**config.mk**
```make
export PLATFORM = sky130hd
export DESIGN_NAME = oc_csum_engine
export DESIGN_NICKNAME = d
export VERILOG_FILES = /design/src/rtl/oc_csum_pkg.sv /design/src/rtl/oc_fold_add.sv /design/src/rtl/oc_csum_accum.sv /design/src/rtl/oc_csum_result.sv /design/src/rtl/oc_csum_engine.sv
export SDC_FILE = /design/constraint.sdc
export NUM_CORES = 1
export LEC_CHECK = 0
export CAP_MARGIN = 20
export CORE_ASPECT_RATIO = 1.1
export CORE_MARGIN = 2
export CORE_UTILIZATION = 58
export CTS_CLUSTER_SIZE = 30
export DETAILED_ROUTE_END_ITERATION = 10
export DONT_BUFFER_PORTS = 1
export PLACE_DENSITY = 0.76
export SETUP_SLACK_MARGIN = 0.3
export SYNTH_ARGS = -nofsm -noshare
export SYNTH_HDL_FRONTEND = slang
export SYNTH_SLANG_ARGS = --single-unit
```
**constraint.sdc**
```tcl
create_clock -name clk -period 3.9 [get_ports clk]
set_clock_uncertainty 0.05 [all_clocks]
set_input_delay 0.39 -clock clk [delete_from_list [all_inputs] [get_ports clk]]
set_output_delay 0.39 -clock clk [all_outputs]
set_load 0.03 [all_outputs]
```
**src/rtl/oc_csum_pkg.sv**
```systemverilog
package oc_csum_pkg;
   typedef enum logic {
      CS_GEN = 1'b0,
      CS_CHK = 1'b1
   } cs_mode_e;

   localparam int CS_IMPL_WIDE  = 0;
   localparam int CS_IMPL_CMPCY = 1;
endpackage

```
**src/rtl/oc_fold_add.sv**
```systemverilog
module oc_fold_add #(
   parameter int W        = 16,
   parameter int ADD_IMPL = 0
) (
   input  logic [W-1:0] a,
   input  logic [W-1:0] b,
   output logic [W-1:0] y
);
   import oc_csum_pkg::*;

   generate
      if (W < 4) begin : g_bad_width
         $error("oc_fold_add: W must be at least 4");
      end
      if (ADD_IMPL == CS_IMPL_WIDE) begin : g_wide
         // one extra bit catches the carry, which is then added back at bit 0
         logic [W:0] wide;
         always_comb begin
            wide = {1'b0, a} + {1'b0, b};
            y    = wide[W-1:0] + W'(wide[W]);
         end
      end else if (ADD_IMPL == CS_IMPL_CMPCY) begin : g_cmpcy
         // a carry happens exactly when a exceeds the complement of b
         logic cy;
         always_comb begin
            cy = (a > ~b);
            y  = a + b + W'(cy);
         end
      end else begin : g_bad_impl
         $error("oc_fold_add: unknown ADD_IMPL");
      end
   endgenerate
endmodule

```
**src/rtl/oc_csum_accum.sv**
```systemverilog
module oc_csum_accum #(
   parameter int W        = 16,
   parameter int ADD_IMPL = 0
) (
   input  logic         clk,
   input  logic         rst_n,
   input  logic         clr,
   input  logic         take,
   input  logic [W-1:0] word,
   output logic [W-1:0] acc_q,
   output logic [W-1:0] sum_nx
);
   logic [W-1:0] base;
   logic [W-1:0] add_res;

   assign base = clr ? '0 : acc_q;

   oc_fold_add #(.W(W), .ADD_IMPL(ADD_IMPL)) u_add (
      .a (base),
      .b (word),
      .y (add_res)
   );

   assign sum_nx = take ? add_res : base;

   always_ff @(posedge clk or negedge rst_n) begin
      if (!rst_n) acc_q <= '0;
      else        acc_q <= sum_nx;
   end

   assert_idle_hold_R3: assert property (@(posedge clk) disable iff (!rst_n)
      (!take && !clr) |=> $stable(acc_q));

   assert_fold_nonzero_R2: assert property (@(posedge clk) disable iff (!rst_n)
      (take && !clr && acc_q != '0) |=> (acc_q != '0));

   assert_start_first_R1: assert property (@(posedge clk) disable iff (!rst_n)
      (take && clr) |=> (acc_q == $past(word)));
endmodule

```
**src/rtl/oc_csum_result.sv**
```systemverilog
module oc_csum_result #(
   parameter int W = 16
) (
   input  logic         clk,
   input  logic         rst_n,
   input  logic         fire,
   input  logic         chk_mode,
   input  logic [W-1:0] sum,
   output logic [W-1:0] csum,
   output logic         pass,
   output logic         fail,
   output logic         done
);
   localparam logic [W-1:0] ALL_ONES = '1;

   logic total_ok;
   assign total_ok = (sum == ALL_ONES);

   always_ff @(posedge clk or negedge rst_n) begin
      if (!rst_n) begin
         csum <= '0;
         pass <= 1'b0;
         fail <= 1'b0;
         done <= 1'b0;
      end else begin
         done <= fire;
         if (fire) begin
            csum <= ~sum;
            pass <= chk_mode &&  total_ok;
            fail <= chk_mode && !total_ok;
         end
      end
   end

   assert_verdict_excl_R6: assert property (@(posedge clk) disable iff (!rst_n)
      !(pass && fail));

   assert_gen_quiet_R7: assert property (@(posedge clk) disable iff (!rst_n)
      (fire && !chk_mode) |=> (!pass && !fail));

   assert_chk_verdict_R6: assert property (@(posedge clk) disable iff (!rst_n)
      (fire && chk_mode) |=> (pass || fail));
endmodule

```
**src/rtl/oc_csum_engine.sv**
```systemverilog
module oc_csum_engine #(
   parameter int W        = 16,
   parameter int ADD_IMPL = 0
) (
   input  logic         clk,
   input  logic         rst_n,
   input  logic         start,
   input  logic         in_mode,
   input  logic         in_valid,
   input  logic         in_last,
   input  logic [W-1:0] in_word,
   output logic [W-1:0] csum_out,
   output logic         pass,
   output logic         fail,
   output logic         done
);
   import oc_csum_pkg::*;

   cs_mode_e     mode;
   logic [W-1:0] acc_q;
   logic [W-1:0] sum_nx;
   logic         fire;

   assign mode = cs_mode_e'(in_mode);
   assign fire = in_valid && in_last;

   oc_csum_accum #(.W(W), .ADD_IMPL(ADD_IMPL)) u_accum (
      .clk    (clk),
      .rst_n  (rst_n),
      .clr    (start),
      .take   (in_valid),
      .word   (in_word),
      .acc_q  (acc_q),
      .sum_nx (sum_nx)
   );

   oc_csum_result #(.W(W)) u_result (
      .clk      (clk),
      .rst_n    (rst_n),
      .fire     (fire),
      .chk_mode (mode == CS_CHK),
      .sum      (sum_nx),
      .csum     (csum_out),
      .pass     (pass),
      .fail     (fail),
      .done     (done)
   );

   assert_done_follows_R4: assert property (@(posedge clk) disable iff (!rst_n)
      fire |=> done);

   assert_done_only_R4: assert property (@(posedge clk) disable iff (!rst_n)
      !fire |=> !done);

   assert_out_hold_R4: assert property (@(posedge clk) disable iff (!rst_n)
      !fire |=> ($stable(csum_out) && $stable(pass) && $stable(fail)));
endmodule

```
==> results.sh, run 1 <==
export IMPL_synth_area_um2=3190
export IMPL_clkPwrFrac_pct=13.4
export IMPL_async_reset_ff_share_pct=100
export IMPL_track_usage_pct=29.4
export IMPL_cts_htree_levels=2
export IMPL_diodes=0
export IMPL_clk_latency_ns=0.30
export IMPL_criticalPathCategory="flip-flop to flip-flop"
export IMPL_use_met3_pct=4.54
export IMPL_fp_dieW_um=74.7
export IMPL_dp_hpwl_mm=5.69
export IMPL_seq_power_share_pct=33.3
export IMPL_pin_count=41
export IMPL_max_slew_margin_rel_pct=45.0
export IMPL_yosys_area_share_xor_xnor_pct=9.81
export IMPL_crit_fanout=5
export IMPL_drt_pass1_iter_count=5
export IMPL_synth_fa_ha_area_share_pct=4.55
export IMPL_ys_seq_elements=35
export IMPL_syn_avg_cell_area_um2=8.74
export IMPL_yosysMostFrequentCell="nand2_1"
export IMPL_totalPowerFinal_mw=1.98
export IMPL_vias_per_cell=6.65
export IMPL_finalHoldViolations=0
export IMPL_synth_nets=398
export IMPL_synthFlopType="dfrtp_1"
export IMPL_synth_top_cell_area_share_pct=27.5
export IMPL_cts_made_buffers=5
export IMPL_register_area_um2=876
export IMPL_worst_path_most_repeated_cell="ha_4"
export IMPL_cts_reportedPaths_clkPinSlew_ns=0.07
export IMPL_p_switching_uw=895
export IMPL_fin_nets=437
export IMPL_synth_simple_area_share_pct=24.6
export IMPL_finalWirelength_mm=9.85
export IMPL_nFillCells=348
export IMPL_cap_violations=0
export IMPL_critical_path_depth=22
export IMPL_utilization_pct=74.8
export IMPL_startpoint_type="flip-flop"
export IMPL_setup_viol=17
export IMPL_rsz0062_at_grt="yes"
export IMPL_grt_start_max_net_pins=41
export IMPL_clk_path_buf_depth=2
export IMPL_core_area_um2=5360
export IMPL_critPathRequiredTime_ns=4.03
export IMPL_cp_top_family="simple AND/OR/NAND/NOR gates"
export IMPL_rows=28
export IMPL_min_path_type="input pin to flip-flop"
export IMPL_path_cells="nor2b_4 > ha_4 > inv_2 > fa_2 > nor2b_4 > o31a_1 > o32ai_2 > nand4bb_1 > nand4b_1 > a21oi_2 > o21bai_1 > a21o_1 > ha_4 > ha_4 > and3_4 > nand3_4 > xnor2_2 > mux2i_1 > nand4_1 > nor4b_2 > o2111ai_1 > a21boi_2"
export IMPL_place_inst=448
export IMPL_violations="negative setup slack"
export IMPL_status="complete, but fails checks"
export IMPL_synth_common_cells="nand2_1 (39), dfrtp_1 (35), xnor2_1 (25)"
export IMPL_tightest_slew_ns=0.819
export IMPL_syn2layout_area_growth_pct=25.8
export IMPL_use_met1_pct=37.8
export IMPL_yosys_area_top_type="dfrtp_1"
export IMPL_max_freq_mhz=217
export IMPL_wire_per_inst_um=20.5
export IMPL_holdPathStages=1
export IMPL_synth_top_family_by_area="simple AND/OR/NAND/NOR gates"
export IMPL_synth_edf_count=0
export IMPL_min_period_over_period_pct=118
export IMPL_hold_ws_ns=0.134
export IMPL_power_leakage_nw=1.70
export IMPL_drive_above_1_share_pct=31.6
export IMPL_grt_ovfl_total=0
export IMPL_synth_distinct_cells=79
export IMPL_reg2reg_depth=22
export IMPL_worst_path_largest_cell_delay_ns=0.41
export IMPL_initial_core_util_pct=59.5
export IMPL_fin_ws_ns=-0.701
export IMPL_drcViolationCount=0
export IMPL_finalNonFillerCells=480
export IMPL_fin_area_um2=4010
export IMPL_powerDensity_nw_per_um2=494
export IMPL_swShare_pct=45.2
export IMPL_clock_sinks=35
export IMPL_internal_power_mw=1.09
export IMPL_place_ws_ns=-0.481
export IMPL_place_area_um2=3460
export IMPL_tns_ns=-4.52
export IMPL_die_height_um=81.8
export IMPL_top_usage_layer="met2"
export IMPL_synth_compound_area_share_pct=23.9
export IMPL_final_max_slew_viol_count=0
export IMPL_port_buffers=0
export IMPL_vdd_drop_max_uv=406
export IMPL_die_area_um2=6110
export IMPL_drtIter0Drc=298
export IMPL_crit_path_end_kind="flip-flop"
export IMPL_grt_pass1_wl_mm=13.7
export IMPL_critical_path_arrival_ns=4.73
export IMPL_gp_congestion=0.842
export IMPL_slowest_stage="fa_2"
export IMPL_seq_area_frac_synth_pct=27.5
export IMPL_muxShareOfSynthArea_pct=3.77
export IMPL_grt_pass1_vias=2925
export IMPL_synthCells=365
export IMPL_ant_nets=0
export IMPL_synth_area_leaders="dfrtp_1 (27%), xnor2_1 (6.9%), nand2_1 (4.6%)"
export IMPL_antenna_found_initial=0
export IMPL_path_buf_inv=1
export IMPL_pwr_share_comb_pct=53.3
export IMPL_met2_usage_pct=49.6
export IMPL_num_vias=3193
export IMPL_multi_input_area_um2=2430
export IMPL_fin_crit_ns=4.60
export IMPL_tritoncts="built"
export IMPL_yosysWarnings=0
export IMPL_clock_root_buffer="clkbuf_8"
## layout make-up
cell class	count	area share [%]
clock buffers	6	1.81
clock inverters	2	0.312
inverters	15	1.40
multi-input cells	292	60.7
flip-flops and latches	35	21.8
well taps	75	2.34
repair buffers	55	11.6
## power groups by stage
stage / sequential [mW] / clock (mW) / combinational (mW)
after global placement: 0.658 / 0 / 0.791
after detailed placement: 0.660 / 0 / 0.813
after CTS: 0.655 / 0.262 / 0.913
final: 0.659 / 0.266 / 1.06
after global routing: 0.669 / 0.280 / 1.13
after floorplan: 0.626 / 0 / 0.637
## flip-flops by register name (all words and copies together), names as in the netlist
signal / cells
u_accum.acc_q: 16
u_result.pass: 1
u_result.csum: 16
u_result.done: 1
u_result.fail: 1
## placed cells by master, fill, tap and decap left out, types with 7 or more instances in the layout
cell / count
buf_4: 43
nand2_1: 38
dfrtp_1: 35
nor2_1: 20
xnor2_1: 18
inv_1: 12
o21ai_0: 12
buf_6: 10
nor2b_1: 9
a21oi_1: 9
o21ai_1: 8
nand4_1: 7
ha_1: 7
## path summary, 6_finish.rpt
path / start / end / slack (ns)
worst min register to register: u_result.csum[15] / u_result.csum[15] / 0.64
worst min-delay path: in_valid / u_accum.acc_q[13] / 0.13
worst max register to register: u_accum.acc_q[0] / u_result.fail / -0.70
min in group asynchronous: rst_n / u_accum.acc_q[6] / 0.51
worst max-delay path: u_accum.acc_q[0] / u_result.fail / -0.70
max in group asynchronous: rst_n / u_result.csum[3] / 3.08
## metal layers
layer	share of wire, %	up-vias
met4	3.6	0
met3	7.2	46
li1	-	1416
met2	50	179
met5	0	-
met1	39	1552
## cell families after synthesis
family          Yosys count
simple gates            137
compound gates           99
buf+inv                  38
flops                    35
xor+xnor                 34
mux                      11
fa+ha+maj                11
## worst register-to-register path: cells and delay by family, from the launching register on
kind | cells | cell delay (ns)
adder cells (fa/ha/maj) | 4 | 0.84
XOR/XNOR | 1 | 0.15
multiplexers | 1 | 0.29
buffers and inverters | 1 | 0.04
AND/OR/NAND/NOR | 8 | 1.64
AO/OA/AOI/OAI | 7 | 1.14
flip-flops | 1 | 0.35
## what timing repair did
action                                 4_1_cts  5_1_grt
endpoints found under the hold margin       35        0
resized for setup                           28       25
buffers inserted                            13        9
hold buffers                                 2        0
pin swaps                                   24       23
setup endpoints to repair                   22       27
Note: power is estimated with default switching activity, not from simulation.
==> inputs of run 2 (changes only) <==
- CORE_MARGIN: 2 -> 8
==> results.sh, run 2 (synthesized netlist as in run 1, its figures left out) <==
export IMPL_status="complete, but fails checks"
export IMPL_violations="negative setup slack"
export IMPL_fp_dieW_um=86.7
export IMPL_rows=28
export IMPL_cts_reportedPaths_clkPinSlew_ns=0.08
export IMPL_most_common_layout_cells="buf_4 (38), nand2_1 (37), dfrtp_1 (35)"
export IMPL_critPathRequiredTime_ns=4.03
export IMPL_cts_made_buffers=5
export IMPL_place_inst=450
export IMPL_cts_htree_levels=2
export IMPL_clk_path_buf_depth=2
export IMPL_grt_pass1_wl_mm=13.2
export IMPL_fin_ws_ns=-0.407
export IMPL_num_vias=2978
export IMPL_grt_ovfl_total=0
export IMPL_pin_count=41
export IMPL_max_freq_mhz=232
export IMPL_die_area_um2=8130
export IMPL_max_slew_margin_rel_pct=46.2
export IMPL_die_height_um=93.8
export IMPL_setup_viol=8
export IMPL_min_path_type="input pin to flip-flop"
export IMPL_powerDensity_nw_per_um2=488
export IMPL_drt_pass1_iter_count=4
export IMPL_totalPowerFinal_mw=1.90
export IMPL_fin_nets=431
export IMPL_fin_crit_ns=4.31
export IMPL_tightest_slew_ns=0.802
export IMPL_diodes=0
export IMPL_tritoncts="built"
export IMPL_clock_root_buffer="clkbuf_8"
export IMPL_cap_violations=0
export IMPL_grt_start_max_net_pins=41
export IMPL_final_max_slew_viol_count=0
export IMPL_startpoint_type="flip-flop"
export IMPL_clock_sinks=35
export IMPL_port_buffers=0
export IMPL_drcViolationCount=0
export IMPL_gp_congestion=0.878
export IMPL_crit_fanout=5
export IMPL_antenna_found_initial=0
export IMPL_vias_per_cell=6.30
export IMPL_finalWirelength_mm=8.72
export IMPL_final_common_cell="buf_4"
export IMPL_finalNonFillerCells=473
export IMPL_initial_core_util_pct=59.5
export IMPL_crit_path_end_kind="flip-flop"
export IMPL_ant_nets=0
export IMPL_nFillCells=342
export IMPL_critical_path_arrival_ns=4.44
export IMPL_reg_largest_list="u_accum.acc_q: 16 flops, u_result.csum: 16 flops"
export IMPL_drive_above_1_share_pct=28.9
export IMPL_finalHoldViolations=0
export IMPL_criticalPathCategory="flip-flop to flip-flop"
export IMPL_drtIter0Drc=236
export IMPL_track_usage_pct=20.2
export IMPL_dp_hpwl_mm=5.86
export IMPL_clk_latency_ns=0.29
export IMPL_wire_per_inst_um=18.4
export IMPL_vdd_drop_max_uv=397
export IMPL_power_leakage_nw=1.66
export IMPL_rsz0062_at_grt="yes"
export IMPL_syn2layout_area_growth_pct=22.4
export IMPL_min_period_over_period_pct=110
export IMPL_core_area_um2=5360
export IMPL_grt_pass1_vias=2825
==> run 2: timing repair <==
action	in CTS	in global routing
pin swaps	25	14
endpoints found under the hold margin	35	0
setup endpoints to repair	26	27
buffers inserted	7	7
resized for setup	17	26
hold buffers	2	0
==> run 2: worst max-delay path, cell delays in order, from the launching register on <==
cell       delay, ns
dfrtp_1         0.37
nor2b_4         0.13
ha_4            0.15
inv_2           0.04
fa_2            0.23
nor2b_4         0.06
o31a_1          0.31
o32ai_2         0.33
nand4bb_1       0.19
nand4b_1        0.16
a21oi_2         0.17
o21bai_1        0.07
a21o_1          0.19
ha_4            0.18
ha_4            0.15
and3_4          0.17
xnor2_2         0.16
nand2_1         0.11
xnor2_2         0.16
nand4_1         0.15
nor4b_2         0.31
o2111ai_1       0.18
a21boi_2        0.18
==> run 2: where the power goes <==
part | switching (mW) | leakage (nW) | internal (mW) | total, mW
combinational | 0.507 | 1.18 | 0.475 | 0.982
clock | 0.126 | 0.0470 | 0.138 | 0.264
sequential | 0.197 | 0.431 | 0.462 | 0.659
total | 0.830 | 1.66 | 1.08 | 1.90
==> run 2: per-stage QoR <==
step	TNS [ns]	hold WS (ns)	instance area, um2	utilization, %	setup slack, ns
3_3_place_gp	-1.03	0.0457	3470	64.8	-0.325
3_5_place_dp	-1.95	0.0457	3470	64.8	-0.471
4_1_cts	-1.03	0.149	3720	69.4	-0.345
6_report	-1.28	0.151	3910	72.9	-0.407
5_1_grt	-3.64	0.134	3910	72.9	-0.608
2_1_floorplan	-1.84	0.0444	3280	-	-0.539
==> run 2: area by class of cell <==
| class | count | area [um2] | share of cell area [%] |
|---|---|---|---|
| multi-input cells | 292 | 2370 | 60.8 |
| clock buffers | 6 | 82.6 | 2.11 |
| inverters | 15 | 56.3 | 1.44 |
| flip-flops and latches | 35 | 876 | 22.4 |
| well taps | 75 | 93.8 | 2.40 |
| repair buffers | 49 | 417 | 10.7 |
| clock inverters | 1 | 5.00 | 0.128 |
==> run 2: worst paths after layout <==
check	to	slack, ns	from	depth (start not counted)
worst min register to register	u_accum.acc_q[14]	0.60	u_accum.acc_q[14]	3
worst min-delay path	u_accum.acc_q[13]	0.15	in_valid	1
max in group asynchronous	u_result.csum[13]	3.09	rst_n	2
worst max-delay path	u_result.fail	-0.41	u_accum.acc_q[0]	22
worst max register to register	u_result.fail	-0.41	u_accum.acc_q[0]	22
min in group asynchronous	u_accum.acc_q[10]	0.52	rst_n	2
==> run 2: routing by layer <==
layer / part of all wire (%) / track usage, %
met5: 0 / 0
met4: 2.8 / 7.04
met3: 7.3 / 4.20
met2: 50 / 34.2
met1: 40 / 24.6
